--- src/rtl/spwm_pkg.sv ---
package spwm_pkg;

    typedef enum logic [0:0] {
        UPD_LOCKED = 1'b0,
        UPD_ARMED  = 1'b1
    } upd_state_e;

    localparam logic [7:0] A_MODE     = 8'h00;
    localparam logic [7:0] A_ENA      = 8'h01;
    localparam logic [7:0] A_UCTL     = 8'h02;
    localparam logic [7:0] A_UPD_BASE = 8'h10;
    localparam logic [7:0] A_ACT_BASE = 8'h40;
    localparam int         CH_STRIDE  = 4;
    localparam int         MODE_LSB   = 8;
    localparam int         MODE_W     = 2;

endpackage

--- src/rtl/spwm_upd_fsm.sv ---
module spwm_upd_fsm
    import spwm_pkg::*;
(
    input  logic clk,
    input  logic rst_n,
    input  logic arm_req,
    input  logic grp_bnd,
    output logic armed,
    output logic xfer
);

    upd_state_e state_q, state_d;

    always_ff @(posedge clk or negedge rst_n) begin
        if (!rst_n) state_q <= UPD_LOCKED;
        else        state_q <= state_d;
    end

    always_comb begin
        state_d = state_q;
        unique case (state_q)
            UPD_LOCKED: if (arm_req) state_d = UPD_ARMED;
            UPD_ARMED:  if (grp_bnd) state_d = UPD_LOCKED;
        endcase
    end

    always_comb begin
        armed = (state_q == UPD_ARMED);
        xfer  = (state_q == UPD_ARMED) && grp_bnd;
    end

    // a transfer drops the unlock bit on the next cycle
    p_unlock_clears_r5: assert property (@(posedge clk) disable iff (!rst_n)
        xfer |=> !armed);

    // a request while locked arms
    p_unlock_arms_r5: assert property (@(posedge clk) disable iff (!rst_n)
        (!armed && arm_req) |=> armed);

endmodule

--- src/rtl/spwm_deadtime.sv ---
module spwm_deadtime #(
    parameter int CW = 16
) (
    input  logic          clk,
    input  logic          rst_n,
    input  logic          run,
    input  logic          raw,
    input  logic [CW-1:0] dt,
    output logic          hi,
    output logic          lo
);

    localparam logic [CW-1:0] SAT = {CW{1'b1}};

    logic          raw_d;
    logic [CW-1:0] el_q, el_now;
    logic          chg;

    always_comb begin
        chg    = (raw != raw_d);
        el_now = chg ? '0 : ((el_q == SAT) ? el_q : el_q + 1'b1);
        hi     = run &&  raw && (el_now >= dt);
        lo     = run && !raw && (el_now >= dt);
    end

    always_ff @(posedge clk or negedge rst_n) begin
        if (!rst_n) begin
            raw_d <= 1'b0;
            el_q  <= SAT;
        end else begin
            raw_d <= raw;
            el_q  <= el_now;
        end
    end

    // complementary outputs never overlap
    p_no_overlap_r12: assert property (@(posedge clk) disable iff (!rst_n)
        !(hi && lo));

endmodule

--- src/rtl/spwm_chan.sv ---
module spwm_chan #(
    parameter int CW = 16
) (
    input  logic          clk,
    input  logic          rst_n,
    input  logic          run,
    input  logic          use_ext,
    input  logic [CW-1:0] ext_cnt,
    input  logic          load,
    input  logic [CW-1:0] upd_per,
    input  logic [CW-1:0] upd_duty,
    input  logic [CW-1:0] upd_dt,
    output logic [CW-1:0] act_per,
    output logic [CW-1:0] act_duty,
    output logic [CW-1:0] act_dt,
    output logic [CW-1:0] cnt,
    output logic          bnd,
    output logic          raw
);

    logic [CW-1:0] cnt_q, cnt_eff;
    logic          wrap;

    always_comb begin
        wrap    = (act_per == '0) || (cnt_q >= act_per - 1'b1);
        bnd     = run && !use_ext && wrap;
        cnt_eff = use_ext ? ext_cnt : cnt_q;
        cnt     = cnt_q;
    end

    always_ff @(posedge clk or negedge rst_n) begin
        if (!rst_n) begin
            cnt_q    <= '0;
            raw      <= 1'b0;
            act_per  <= '0;
            act_duty <= '0;
            act_dt   <= '0;
        end else begin
            if (!run || use_ext || wrap) cnt_q <= '0;
            else                         cnt_q <= cnt_q + 1'b1;
            raw <= run && (cnt_eff < act_duty);
            if (load) begin
                act_per  <= upd_per;
                act_duty <= upd_duty;
                act_dt   <= upd_dt;
            end
        end
    end

    // the local counter stays inside the active period
    p_cnt_in_range_r11: assert property (@(posedge clk) disable iff (!rst_n)
        (run && !use_ext && act_per != '0) |-> (cnt_q < act_per));

endmodule

--- src/rtl/sync_pwm_group.sv ---
module sync_pwm_group
    import spwm_pkg::*;
#(
    parameter int NCH = 4,
    parameter int CW  = 16
) (
    input  logic           clk,
    input  logic           rst_n,
    input  logic           wr_en,
    input  logic [7:0]     addr,
    input  logic [CW-1:0]  wdata,
    output logic [CW-1:0]  rdata,
    output logic [NCH-1:0] pwm_hi,
    output logic [NCH-1:0] pwm_lo
);

    logic [NCH-1:0]    mask_q, ena_q, member, run, load, bnd, raw;
    logic [MODE_W-1:0] umode_q;
    logic [CW-1:0]     upd_per [NCH];
    logic [CW-1:0]     upd_duty[NCH];
    logic [CW-1:0]     upd_dt  [NCH];
    logic [CW-1:0]     act_per [NCH];
    logic [CW-1:0]     act_duty[NCH];
    logic [CW-1:0]     act_dt  [NCH];
    logic [CW-1:0]     cnt     [NCH];
    logic              arm_req, armed, xfer;

    assign arm_req = wr_en && (addr == A_UCTL) && wdata[0] && (umode_q == '0);

    always_ff @(posedge clk or negedge rst_n) begin
        if (!rst_n) begin
            mask_q  <= '0;
            umode_q <= '0;
            ena_q   <= '0;
        end else if (wr_en) begin
            if (addr == A_MODE) begin
                mask_q  <= wdata[NCH-1:0];
                umode_q <= wdata[MODE_LSB +: MODE_W];
            end
            if (addr == A_ENA) ena_q <= wdata[NCH-1:0];
        end
    end

    always_ff @(posedge clk or negedge rst_n) begin
        if (!rst_n) begin
            for (int c = 0; c < NCH; c++) begin
                upd_per[c]  <= '0;
                upd_duty[c] <= '0;
                upd_dt[c]   <= '0;
            end
        end else if (wr_en) begin
            for (int c = 0; c < NCH; c++) begin
                if (addr == A_UPD_BASE + 8'(CH_STRIDE * c))      upd_per[c]  <= wdata;
                if (addr == A_UPD_BASE + 8'(CH_STRIDE * c + 1))  upd_duty[c] <= wdata;
                if (addr == A_UPD_BASE + 8'(CH_STRIDE * c + 2))  upd_dt[c]   <= wdata;
            end
        end
    end

    always_comb begin
        rdata = '0;
        if (addr == A_MODE) begin
            rdata[NCH-1:0]            = mask_q;
            rdata[MODE_LSB +: MODE_W] = umode_q;
        end
        if (addr == A_ENA)  rdata[NCH-1:0] = ena_q;
        if (addr == A_UCTL) rdata[0] = armed;
        for (int c = 0; c < NCH; c++) begin
            if (addr == A_UPD_BASE + 8'(CH_STRIDE * c))     rdata = upd_per[c];
            if (addr == A_UPD_BASE + 8'(CH_STRIDE * c + 1)) rdata = upd_duty[c];
            if (addr == A_UPD_BASE + 8'(CH_STRIDE * c + 2)) rdata = upd_dt[c];
            if (addr == A_ACT_BASE + 8'(CH_STRIDE * c))     rdata = act_per[c];
            if (addr == A_ACT_BASE + 8'(CH_STRIDE * c + 1)) rdata = act_duty[c];
            if (addr == A_ACT_BASE + 8'(CH_STRIDE * c + 2)) rdata = act_dt[c];
        end
    end

    spwm_upd_fsm u_fsm (
        .clk     (clk),
        .rst_n   (rst_n),
        .arm_req (arm_req),
        .grp_bnd (bnd[0]),
        .armed   (armed),
        .xfer    (xfer)
    );

    for (genvar i = 0; i < NCH; i++) begin : g_ch
        assign member[i] = (i == 0) || mask_q[i];
        assign run[i]    = member[i] ? ena_q[0] : ena_q[i];
        assign load[i]   = member[i] ? xfer : (!run[i] || bnd[i]);

        spwm_chan #(.CW(CW)) u_chan (
            .clk      (clk),
            .rst_n    (rst_n),
            .run      (run[i]),
            .use_ext  (member[i] && (i != 0)),
            .ext_cnt  (cnt[0]),
            .load     (load[i]),
            .upd_per  (upd_per[i]),
            .upd_duty (upd_duty[i]),
            .upd_dt   (upd_dt[i]),
            .act_per  (act_per[i]),
            .act_duty (act_duty[i]),
            .act_dt   (act_dt[i]),
            .cnt      (cnt[i]),
            .bnd      (bnd[i]),
            .raw      (raw[i])
        );

        spwm_deadtime #(.CW(CW)) u_dt (
            .clk   (clk),
            .rst_n (rst_n),
            .run   (run[i]),
            .raw   (raw[i]),
            .dt    (act_dt[i]),
            .hi    (pwm_hi[i]),
            .lo    (pwm_lo[i])
        );

        // members keep their active duty while nothing is armed
        p_locked_hold_r7: assert property (@(posedge clk) disable iff (!rst_n)
            (!armed && member[i]) |=> $stable(act_duty[i]));
    end

    // unlock writes in a non-manual mode leave the update locked
    p_mode_gate_r9: assert property (@(posedge clk) disable iff (!rst_n)
        (wr_en && addr == A_UCTL && umode_q != '0 && !armed) |=> !armed);

endmodule

--- config.mk ---
export PLATFORM = sky130hd
export DESIGN_NAME = sync_pwm_group
export DESIGN_NICKNAME = d
export VERILOG_FILES = /design/src/rtl/spwm_pkg.sv /design/src/rtl/spwm_upd_fsm.sv /design/src/rtl/spwm_deadtime.sv /design/src/rtl/spwm_chan.sv /design/src/rtl/sync_pwm_group.sv
export SDC_FILE = /design/constraint.sdc
export NUM_CORES = 1
export LEC_CHECK = 0
export BUFFER_PORTS_ARGS = -buffer_cell sky130_fd_sc_hd__buf_2
export CAP_MARGIN = 20
export CORE_UTILIZATION = 39
export DETAILED_ROUTE_END_ITERATION = 8
export GPL_TIMING_DRIVEN = 0
export PLACE_DENSITY_LB_ADDON = 0.1
export RECOVER_POWER = 25
export SETUP_SLACK_MARGIN = 0.02
export SYNTH_ARGS = -nofsm -noshare
export SYNTH_HDL_FRONTEND = slang
export SYNTH_SLANG_ARGS = --single-unit
--- constraint.sdc ---
create_clock -name clk -period 14.45 [get_ports clk]
set_clock_uncertainty 0.05 [all_clocks]
set_input_delay 4.335 -clock clk [delete_from_list [all_inputs] [get_ports clk]]
set_output_delay 4.335 -clock clk [all_outputs]
set_load 0.03 [all_outputs]
==> metrics.log, run 1 <==
INFO  metric number_of_synthesized_flops_with_an_enable_pin = 0
INFO  metric cts_sinks = approximately 530
INFO  metric grtUsageTotal = 32.41%
INFO  metric timing.final.max_slew_violations = between 200 and 300
INFO  metric seq_area_frac_synth = 42.54%
INFO  metric postLayoutCoreUtil = 44.69%
INFO  metric layout_worst_path_cycle_share = a little over nine tenths
INFO  metric power_report.internal_total = about 2.9 mW
INFO  metric post_cts.repair.setup_buffers = 0
INFO  metric cell_total_after_placement = ~4200
INFO  metric clockBufferDepth = 3
INFO  metric place_hpwl = ~100000 um
INFO  metric yosysWarningCount = 0
INFO  metric report.power.total = ~4 mW
INFO  metric cts.reportedPaths.clkPinSlew = ~0.06 ns
INFO  metric critPathArrivalTime = about 10 ns
INFO  metric die-width = 285.9 um
INFO  metric floorplan.die_area = between 0.08 and 0.09 mm2
INFO  metric end_kind = primary output
INFO  metric floorplan.initialDensity = between 30% and 40%
INFO  metric number_of_standard_cells_in_the_final_layout_excluding_fillers = between 4000 and 5000
INFO  metric period_minus_slack = roughly 14 ns
INFO  metric grt_pass1_vias = 25580
INFO  metric maxSlewHeadroom = -269.6%
INFO  metric netSwitchingFraction = a little under a third
INFO  metric clkPwrFrac = 41.4%
INFO  metric multi_input_area = about 0.017 mm2
INFO  metric cp_slowest_cell = sky130_fd_sc_hd__clkbuf_1
INFO  metric drcViolationCount = 0
INFO  metric clkLatencyLatePin = ~0.62 ns
INFO  metric synthDistinctLibCells = a little under 90
INFO  metric synth-async-reset-ratio = 100.0%
INFO  metric ctsRootBufferMaster = sky130_fd_sc_hd__clkbuf_16
INFO  metric drt.antenna.violating_nets = 0
INFO  metric buffer_ports.inserted = between 40 and 50
INFO  metric routed-via-count = between 20000 and 30000
INFO  metric drtIter0Drc = 2626
INFO  metric status = finished, violations left
INFO  metric crit_path_cell_trace = buf_2, buf_2, buf_1, clkbuf_1, clkbuf_1, clkbuf_1, a21oi_1, o21ai_0, o221ai_1, o21ai_0, buf_2
INFO  metric cts.repair.resized = 0
INFO  metric syn_nets = around 3300
INFO  metric grt_pass1_wl = approximately 190000 um
INFO  metric criticalPathCategory = in2out
INFO  metric setup_viol_count_final = 0
INFO  metric yosys_most_used_dff = sky130_fd_sc_hd__dfrtp_1
INFO  metric ys_seq_elements = about 530
INFO  metric min-delay-path-class = reg2reg
INFO  metric total_clock_buffers_created_by_cts = 66
INFO  metric violated_checks = max-capacitance violations, max-slew violations
INFO  metric drive_gt1_share = 22.14%
INFO  metric detail_route.wl_per_cell = ~31 um
INFO  metric fp-row-count = between 100 and 150
INFO  metric fillCellCount = roughly 7600
INFO  metric vdd_drop_max = just under 80 uV
INFO  metric postSynthAreaPerCell = 10.34 um2
INFO  metric clock_tree.htree_level_count = 3
INFO  metric hold_slack = roughly 0.4 ns
INFO  metric max_freq = roughly 70 MHz
INFO  metric cpPeakStageDelay = about 0.92 ns
INFO  metric globalRoute.totalOverflow = 0
INFO  metric nets = 3402
INFO  metric cts_tree = done
INFO  metric combinationalPowerShare = between 10% and 20%
INFO  metric critical_path_peak_fanout = 10
INFO  metric worst_slew_pin_slew = approximately 5.5 ns
INFO  metric sequentialPowerShare = 41.4%
INFO  metric register_area = roughly 0.013 mm2
INFO  metric p_leak = roughly 16 nW
INFO  metric mappedNetlistArea = between 0.03 and 0.04 mm2
INFO  metric finalWeightedCongestion = just over 1
INFO  metric chip_height = about 290 um
INFO  metric p_per_area = 115.8 mW/mm2
INFO  metric timing.setup.tns = 0 ns
INFO  metric worst_ep_required_time = between 10 and 15 ns
INFO  metric syn-instance-count = 3040
INFO  metric largest_net_degree_at_the_start_of_global_routing = approximately 100
INFO  metric antenna_found_initial = 10
INFO  metric critical_path.startpoint_type = input pin
INFO  metric timing_hold_violations_final = 0
INFO  metric drt-total-wl = 133100 um
INFO  metric ios = ~50
INFO  metric grt_setup_unrepaired = no
INFO  metric layout_area_growth_over_synthesis = 12.88%
INFO  metric core_area = 0.07939 mm2
INFO  metric avg_vias_per_cell = about 6
INFO  metric max-cap-violations = 4
INFO  metric cts.hold.buffers_added = 0
INFO  metric firstDrtPassIters = 8
INFO  metric power.net_switching = 1.233 mW
## critical path, delay by kind of cell
kind / cells / cell delay, ns
buffers and inverters: 7 / 4.22
AO/OA/AOI/OAI: 4 / 1.29
## per-stage QoR
stage          area [um2]  setup slack [ns]
3_3_place_gp        32980            -2.084
3_5_place_dp        33320            0.5218
5_1_grt             35460            0.5244
4_1_cts             35530            0.5162
2_1_floorplan       31430             3.034
6_report            35480            0.1884
## cells in the final DEF (no fill, tap or decap), types with 24 or more instances in the layout
| cell | count |
|---|---|
| sky130_fd_sc_hd__buf_2 | 60 |
| sky130_fd_sc_hd__mux2i_1 | 48 |
| sky130_fd_sc_hd__xor2_1 | 84 |
| sky130_fd_sc_hd__dfrtp_1 | 467 |
| sky130_fd_sc_hd__a21oi_1 | 129 |
| sky130_fd_sc_hd__a21o_1 | 41 |
| sky130_fd_sc_hd__and3_1 | 25 |
| sky130_fd_sc_hd__o22ai_1 | 59 |
| sky130_fd_sc_hd__a31oi_1 | 30 |
| sky130_fd_sc_hd__clkbuf_16 | 69 |
| sky130_fd_sc_hd__nor2b_1 | 24 |
| sky130_fd_sc_hd__dfstp_2 | 60 |
| sky130_fd_sc_hd__o21ai_0 | 147 |
| sky130_fd_sc_hd__ha_1 | 200 |
| sky130_fd_sc_hd__inv_1 | 166 |
| sky130_fd_sc_hd__xnor2_1 | 68 |
| sky130_fd_sc_hd__mux2_2 | 421 |
| sky130_fd_sc_hd__a22oi_1 | 26 |
| sky130_fd_sc_hd__nor2_1 | 254 |
| sky130_fd_sc_hd__nand2_1 | 173 |
| sky130_fd_sc_hd__nand3_1 | 92 |
| sky130_fd_sc_hd__nor3_1 | 40 |
| sky130_fd_sc_hd__nand2b_1 | 27 |
| sky130_fd_sc_hd__clkbuf_1 | 134 |
| sky130_fd_sc_hd__nand4_1 | 32 |
## layout make-up
| class | instances | share of cell area, % |
|---|---|---|
| multi-input cells | 2180 | 47.06 |
| flip-flops and latches | 531 | 37.68 |
| clock buffers | 92 | 5.393 |
| well taps | 1050 | 3.703 |
| plain buffers | 162 | 2.046 |
| inverters | 167 | 1.767 |
| repair buffers | 67 | 1.481 |
| clock inverters | 26 | 0.8359 |
| diodes | 5 | 0.03527 |
## power groups by stage
stage                     combinational, mW  clock (mW)  sequential [mW]
final                                 0.708        1.70             1.70
after global routing                  0.779        1.79             1.71
after CTS                             0.707        1.73             1.70
after detailed placement              0.702           0             1.72
after global placement                0.669           0             1.72
after floorplan                       0.462           0             1.68
## state kept, by name, indices dropped and copies added, names as in the netlist, 64 cells and up
signal / cells
g_ch.u_chan.act_dt: 64
g_ch.u_chan.act_duty: 64
g_ch.u_chan.act_per: 64
g_ch.u_chan.cnt: 64
g_ch.u_dt.el_q: 64
upd_dt: 64
upd_duty: 64
upd_per: 64
## cells by family after synthesis
group	synth area share [%]
buf+inv	4.300
flops	42.54
simple gates	11.19
compound gates	12.25
fa+ha+maj	7.963
xor+xnor	4.236
mux	17.52
## cells in the mapped netlist, drive strengths merged, types with 48 or more instances
cell | instances | area, um2
dfrtp | 467 | 11690
nand2 | 173 | 649.4
xor2 | 84 | 735.7
clkbuf | 117 | 439.2
o21ai | 148 | 740.7
nor2 | 254 | 953.4
inv | 167 | 626.9
dfstp | 64 | 1682
a21oi | 129 | 645.6
mux2 | 439 | 5004
xnor2 | 68 | 595.6
o22ai | 59 | 369.1
ha | 200 | 2502
mux2i | 48 | 480.5
nand3 | 92 | 460.4
## worst paths after layout
check	start	end	slack, ns	cells after the start
min in group asynchronous	rst_n	g_ch[0].u_dt.raw_d	5.09	1
worst max register to register	g_ch[0].u_chan.act_per[3]	g_ch[3].u_chan.act_dt[12]	8.86	14
worst min register to register	g_ch[3].u_chan.raw	g_ch[3].u_dt.raw_d	0.40	0
max in group asynchronous	rst_n	g_ch[3].u_chan.act_dt[9]	2.44	2
worst max-delay path	addr[1]	rdata[1]	0.19	11
worst min-delay path	g_ch[3].u_chan.raw	g_ch[3].u_dt.raw_d	0.40	0
## layer usage
layer	global-route usage (%)	vias to the layer above	share of wire [%]
li1	-	11260	-
met1	45.01	13290	44
met2	48.94	1066	44
met3	5.702	268	6.8
met4	15.15	2	5.3
met5	0	-	0.014
No activity file was read; power rests on OpenSTA's default activity.
==> run 2: changes to the inputs <==
--- a/config.mk
+++ b/config.mk
@@ -7,6 +7,7 @@
 export LEC_CHECK = 0
 export BUFFER_PORTS_ARGS = -buffer_cell sky130_fd_sc_hd__buf_2
 export CAP_MARGIN = 20
+export CORE_ASPECT_RATIO = 0.5
 export CORE_UTILIZATION = 39
 export DETAILED_ROUTE_END_ITERATION = 8
 export GPL_TIMING_DRIVEN = 0
@@ -16,3 +17,4 @@
 export SYNTH_ARGS = -nofsm -noshare
 export SYNTH_HDL_FRONTEND = slang
 export SYNTH_SLANG_ARGS = --single-unit
+export TNS_END_PERCENT = 1
==> metrics.log, run 2 (synthesis gave the netlist of run 1 again) <==
INFO  metric setup_viol_count_final = 0 (unchanged)
INFO  metric critical_path.top_delay_family = buffers and inverters (unchanged)
INFO  metric cpPeakStageDelay = 0.88 ns (was 0.92 ns)
INFO  metric floorplan.initialDensity = 39.50% (was 39.59%)
INFO  metric layout_worst_path_cycle_share = 98.04% (was 98.70%)
INFO  metric detail_route.wl_per_cell = 30.42 um (was 31.09 um)
INFO  metric cts_sinks = 531 (unchanged)
INFO  metric drive_gt1_share = 21.91% (was 22.14%)
INFO  metric criticalPathCategory = in2out (unchanged)
INFO  metric crit-reg2reg-launch = g_ch[0].u_chan.act_per[2] (was g_ch[0].u_chan.act_per[3])
INFO  metric grt_setup_unrepaired = no (unchanged)
INFO  metric fillCellCount = 7699 (was 7623)
INFO  metric clkLatencyLatePin = 0.67 ns (was 0.62 ns)
INFO  metric critical_path.startpoint_type = input pin (unchanged)
INFO  metric layout_area_growth_over_synthesis = 12.12% (was 12.88%)
INFO  metric clock_tree.htree_level_count = 2 (was 3)
INFO  metric violated_checks = design-rule violations, max-capacitance violations, max-slew violations (was max-capacitance violations, max-slew violations)
INFO  metric max-cap-violations = 3 (was 4)
INFO  metric vdd_drop_max = 104.1 uV (was 78.95 uV)
INFO  metric ios = 51 (unchanged)
INFO  metric drtIter0Drc = 2873 (was 2626)
INFO  metric timing.final.max_slew_violations = 209 (was 284)
INFO  metric cts_tree = done (unchanged)
INFO  metric core_area = 0.07956 mm2 (was 0.07939 mm2)
INFO  metric drcViolationCount = 4 (was 0)
INFO  metric total_clock_buffers_created_by_cts = 52 (was 66)
INFO  metric postLayoutSetupSlackWorst = 0.2835 ns (was 0.1884 ns)
INFO  metric maxSlewHeadroom = -219.1% (was -269.6%)
INFO  metric final_cell_area = 0.03524 mm2 (was 0.03548 mm2)
INFO  metric cts.reportedPaths.clkPinSlew = 0.06 ns (about the same)
INFO  metric critical_path_peak_fanout = 10 (unchanged)
INFO  metric grt_pass1_vias = 24970 (was 25580)
INFO  metric worst_slew_pin_slew = 4.787 ns (was 5.544 ns)
INFO  metric cp_slowest_cell = sky130_fd_sc_hd__clkbuf_1 (unchanged)
INFO  metric p_per_area = 114.9 mW/mm2 (was 115.8 mW/mm2)
INFO  metric crit_path_cell_trace = buf_2, buf_2, buf_1, clkbuf_1, clkbuf_1, clkbuf_1, a21oi_1, o21ai_0, o221ai_1, o21ai_0, buf_2 (unchanged)
INFO  metric cts.repair.resized = 0 (unchanged)
INFO  metric clockBufferDepth = 3 (unchanged)
INFO  metric routed-via-count = 25790 (was 25890)
INFO  metric end_kind = primary output (unchanged)
INFO  metric postLayoutCoreUtil = 44.29% (was 44.69%)
INFO  metric finalWeightedCongestion = 0.9989 (was 1.014)
INFO  metric place_hpwl = 99670 um (was 100600 um)
INFO  metric buffer_ports.inserted = 48 (unchanged)
INFO  metric r2r_slack = 9.16 ns (was 8.86 ns)
INFO  metric chip_height = 202.7 um (was 285.9 um)
INFO  metric placement.setup.worst_slack = 0.5229 ns (was 0.5218 ns)
INFO  metric cts.hold.buffers_added = 0 (unchanged)
INFO  metric drt-total-wl = 130500 um (was 133100 um)
INFO  metric die-width = 403.5 um (was 285.9 um)
INFO  metric ctsRootBufferMaster = sky130_fd_sc_hd__clkbuf_16 (unchanged)
INFO  metric status = finished, violations left (unchanged)
INFO  metric antenna_found_initial = 8 (was 10)
INFO  metric avg_vias_per_cell = 6.012 (was 6.048)
INFO  metric leading_cell_type_in_the_layout_fill_and_taps_excluded = sky130_fd_sc_hd__dfrtp_1 (unchanged)
INFO  metric drt.antenna.violating_nets = 0 (unchanged)
INFO  metric grtUsageTotal = 31.90% (was 32.41%)
INFO  metric p_leak = 16.09 nW (was 16.23 nW)
INFO  metric post_cts.repair.setup_buffers = 0 (unchanged)
INFO  metric nets = 3383 (was 3402)
INFO  metric timing_hold_violations_final = 0 (unchanged)
INFO  metric critPathArrivalTime = 9.78 ns (was 9.88 ns)
INFO  metric grt_pass1_wl = 186600 um (was 189400 um)
INFO  metric min-delay-path-class = reg2reg (unchanged)
INFO  metric fp-row-count = 73 (was 103)
INFO  metric max_freq = 70.59 MHz (was 70.12 MHz)
INFO  metric worst_ep_required_time = 10.06 ns (about the same)
INFO  metric floorplan.die_area = 0.08179 mm2 (was 0.08172 mm2)
INFO  metric hold_slack = 0.3968 ns (was 0.4007 ns)
INFO  metric dpl_cell_area = 0.03326 mm2 (was 0.03332 mm2)
INFO  metric largest_net_degree_at_the_start_of_global_routing = 121 (was 104)
INFO  metric most_frequent_cells_in_the_layout = sky130_fd_sc_hd__dfrtp_1, sky130_fd_sc_hd__mux2_2, sky130_fd_sc_hd__nor2_1, sky130_fd_sc_hd__ha_1, sky130_fd_sc_hd__nand2_1 (unchanged)
INFO  metric timing.setup.tns = 0 ns (unchanged)
INFO  metric critPathBufInv = 7 (unchanged)
INFO  metric period_minus_slack = 14.17 ns (was 14.26 ns)
INFO  metric min-delay-start = g_ch[1].u_chan.raw (was g_ch[3].u_chan.raw)
INFO  metric globalRoute.totalOverflow = 0 (unchanged)
INFO  metric critPathLaunch = addr[1] (unchanged)
INFO  metric firstDrtPassIters = 8 (unchanged)
-- run 2: changes by cell type in the layout (fill, tap and decap cells not counted), sizes merged --
cell and delta:
clkbuf -33, bufinv +10, buf -4, clkinv -3, clkinvlp +3, diode -1
inv +1
-- run 2: per-layer routing --
layer	part of all wire, %	wire length [um]	up-vias	global-route usage [%]
li1	-	-	11230	-
met1	46	60470	13110	46.49
met2	41	53120	1201	45.36
met3	9.1	11850	246	7.924
met4	3.9	5058	0	11.52
met5	0	0	-	0
-- run 2: final cells by class --
type	count	area, um2	share of cell area, %
multi-input combinational	2180	16690	47.38
buffer	162	724.4	2.056
timing repair buffer	62	447.9	1.271
antenna	4	10.01	0.02841
sequential	531	13370	37.94
tap	1087	1360	3.860
clock inverter	37	604.3	1.715
clock buffer	60	1401	3.977
inverter	167	626.9	1.779
-- run 2: where the power goes --
group,internal [mW],leakage (nW),switching (mW)
Sequential,1.60,7.09,0.107
Combinational,0.271,8.04,0.435
Clock,0.954,0.961,0.685
-- run 2: per-stage QoR --
step                      std cells  power [mW]
after floorplan                3040       2.143
after CTS                      4284       4.062
final                          4290       4.048
after global placement         4175       2.409
after global routing           4287       4.210
after detailed placement       4187       2.430
-- run 2: final timing paths --
path                                             to  depth (start not counted)
max in group asynchronous        g_ch[2].u_dt.raw_d                          2
max                                        rdata[1]                         11
min reg2reg                      g_ch[1].u_dt.raw_d                          0
max reg2reg                g_ch[3].u_chan.act_dt[0]                         14
min in group asynchronous  g_ch[1].u_chan.act_dt[8]                          1
min                              g_ch[1].u_dt.raw_d                          0
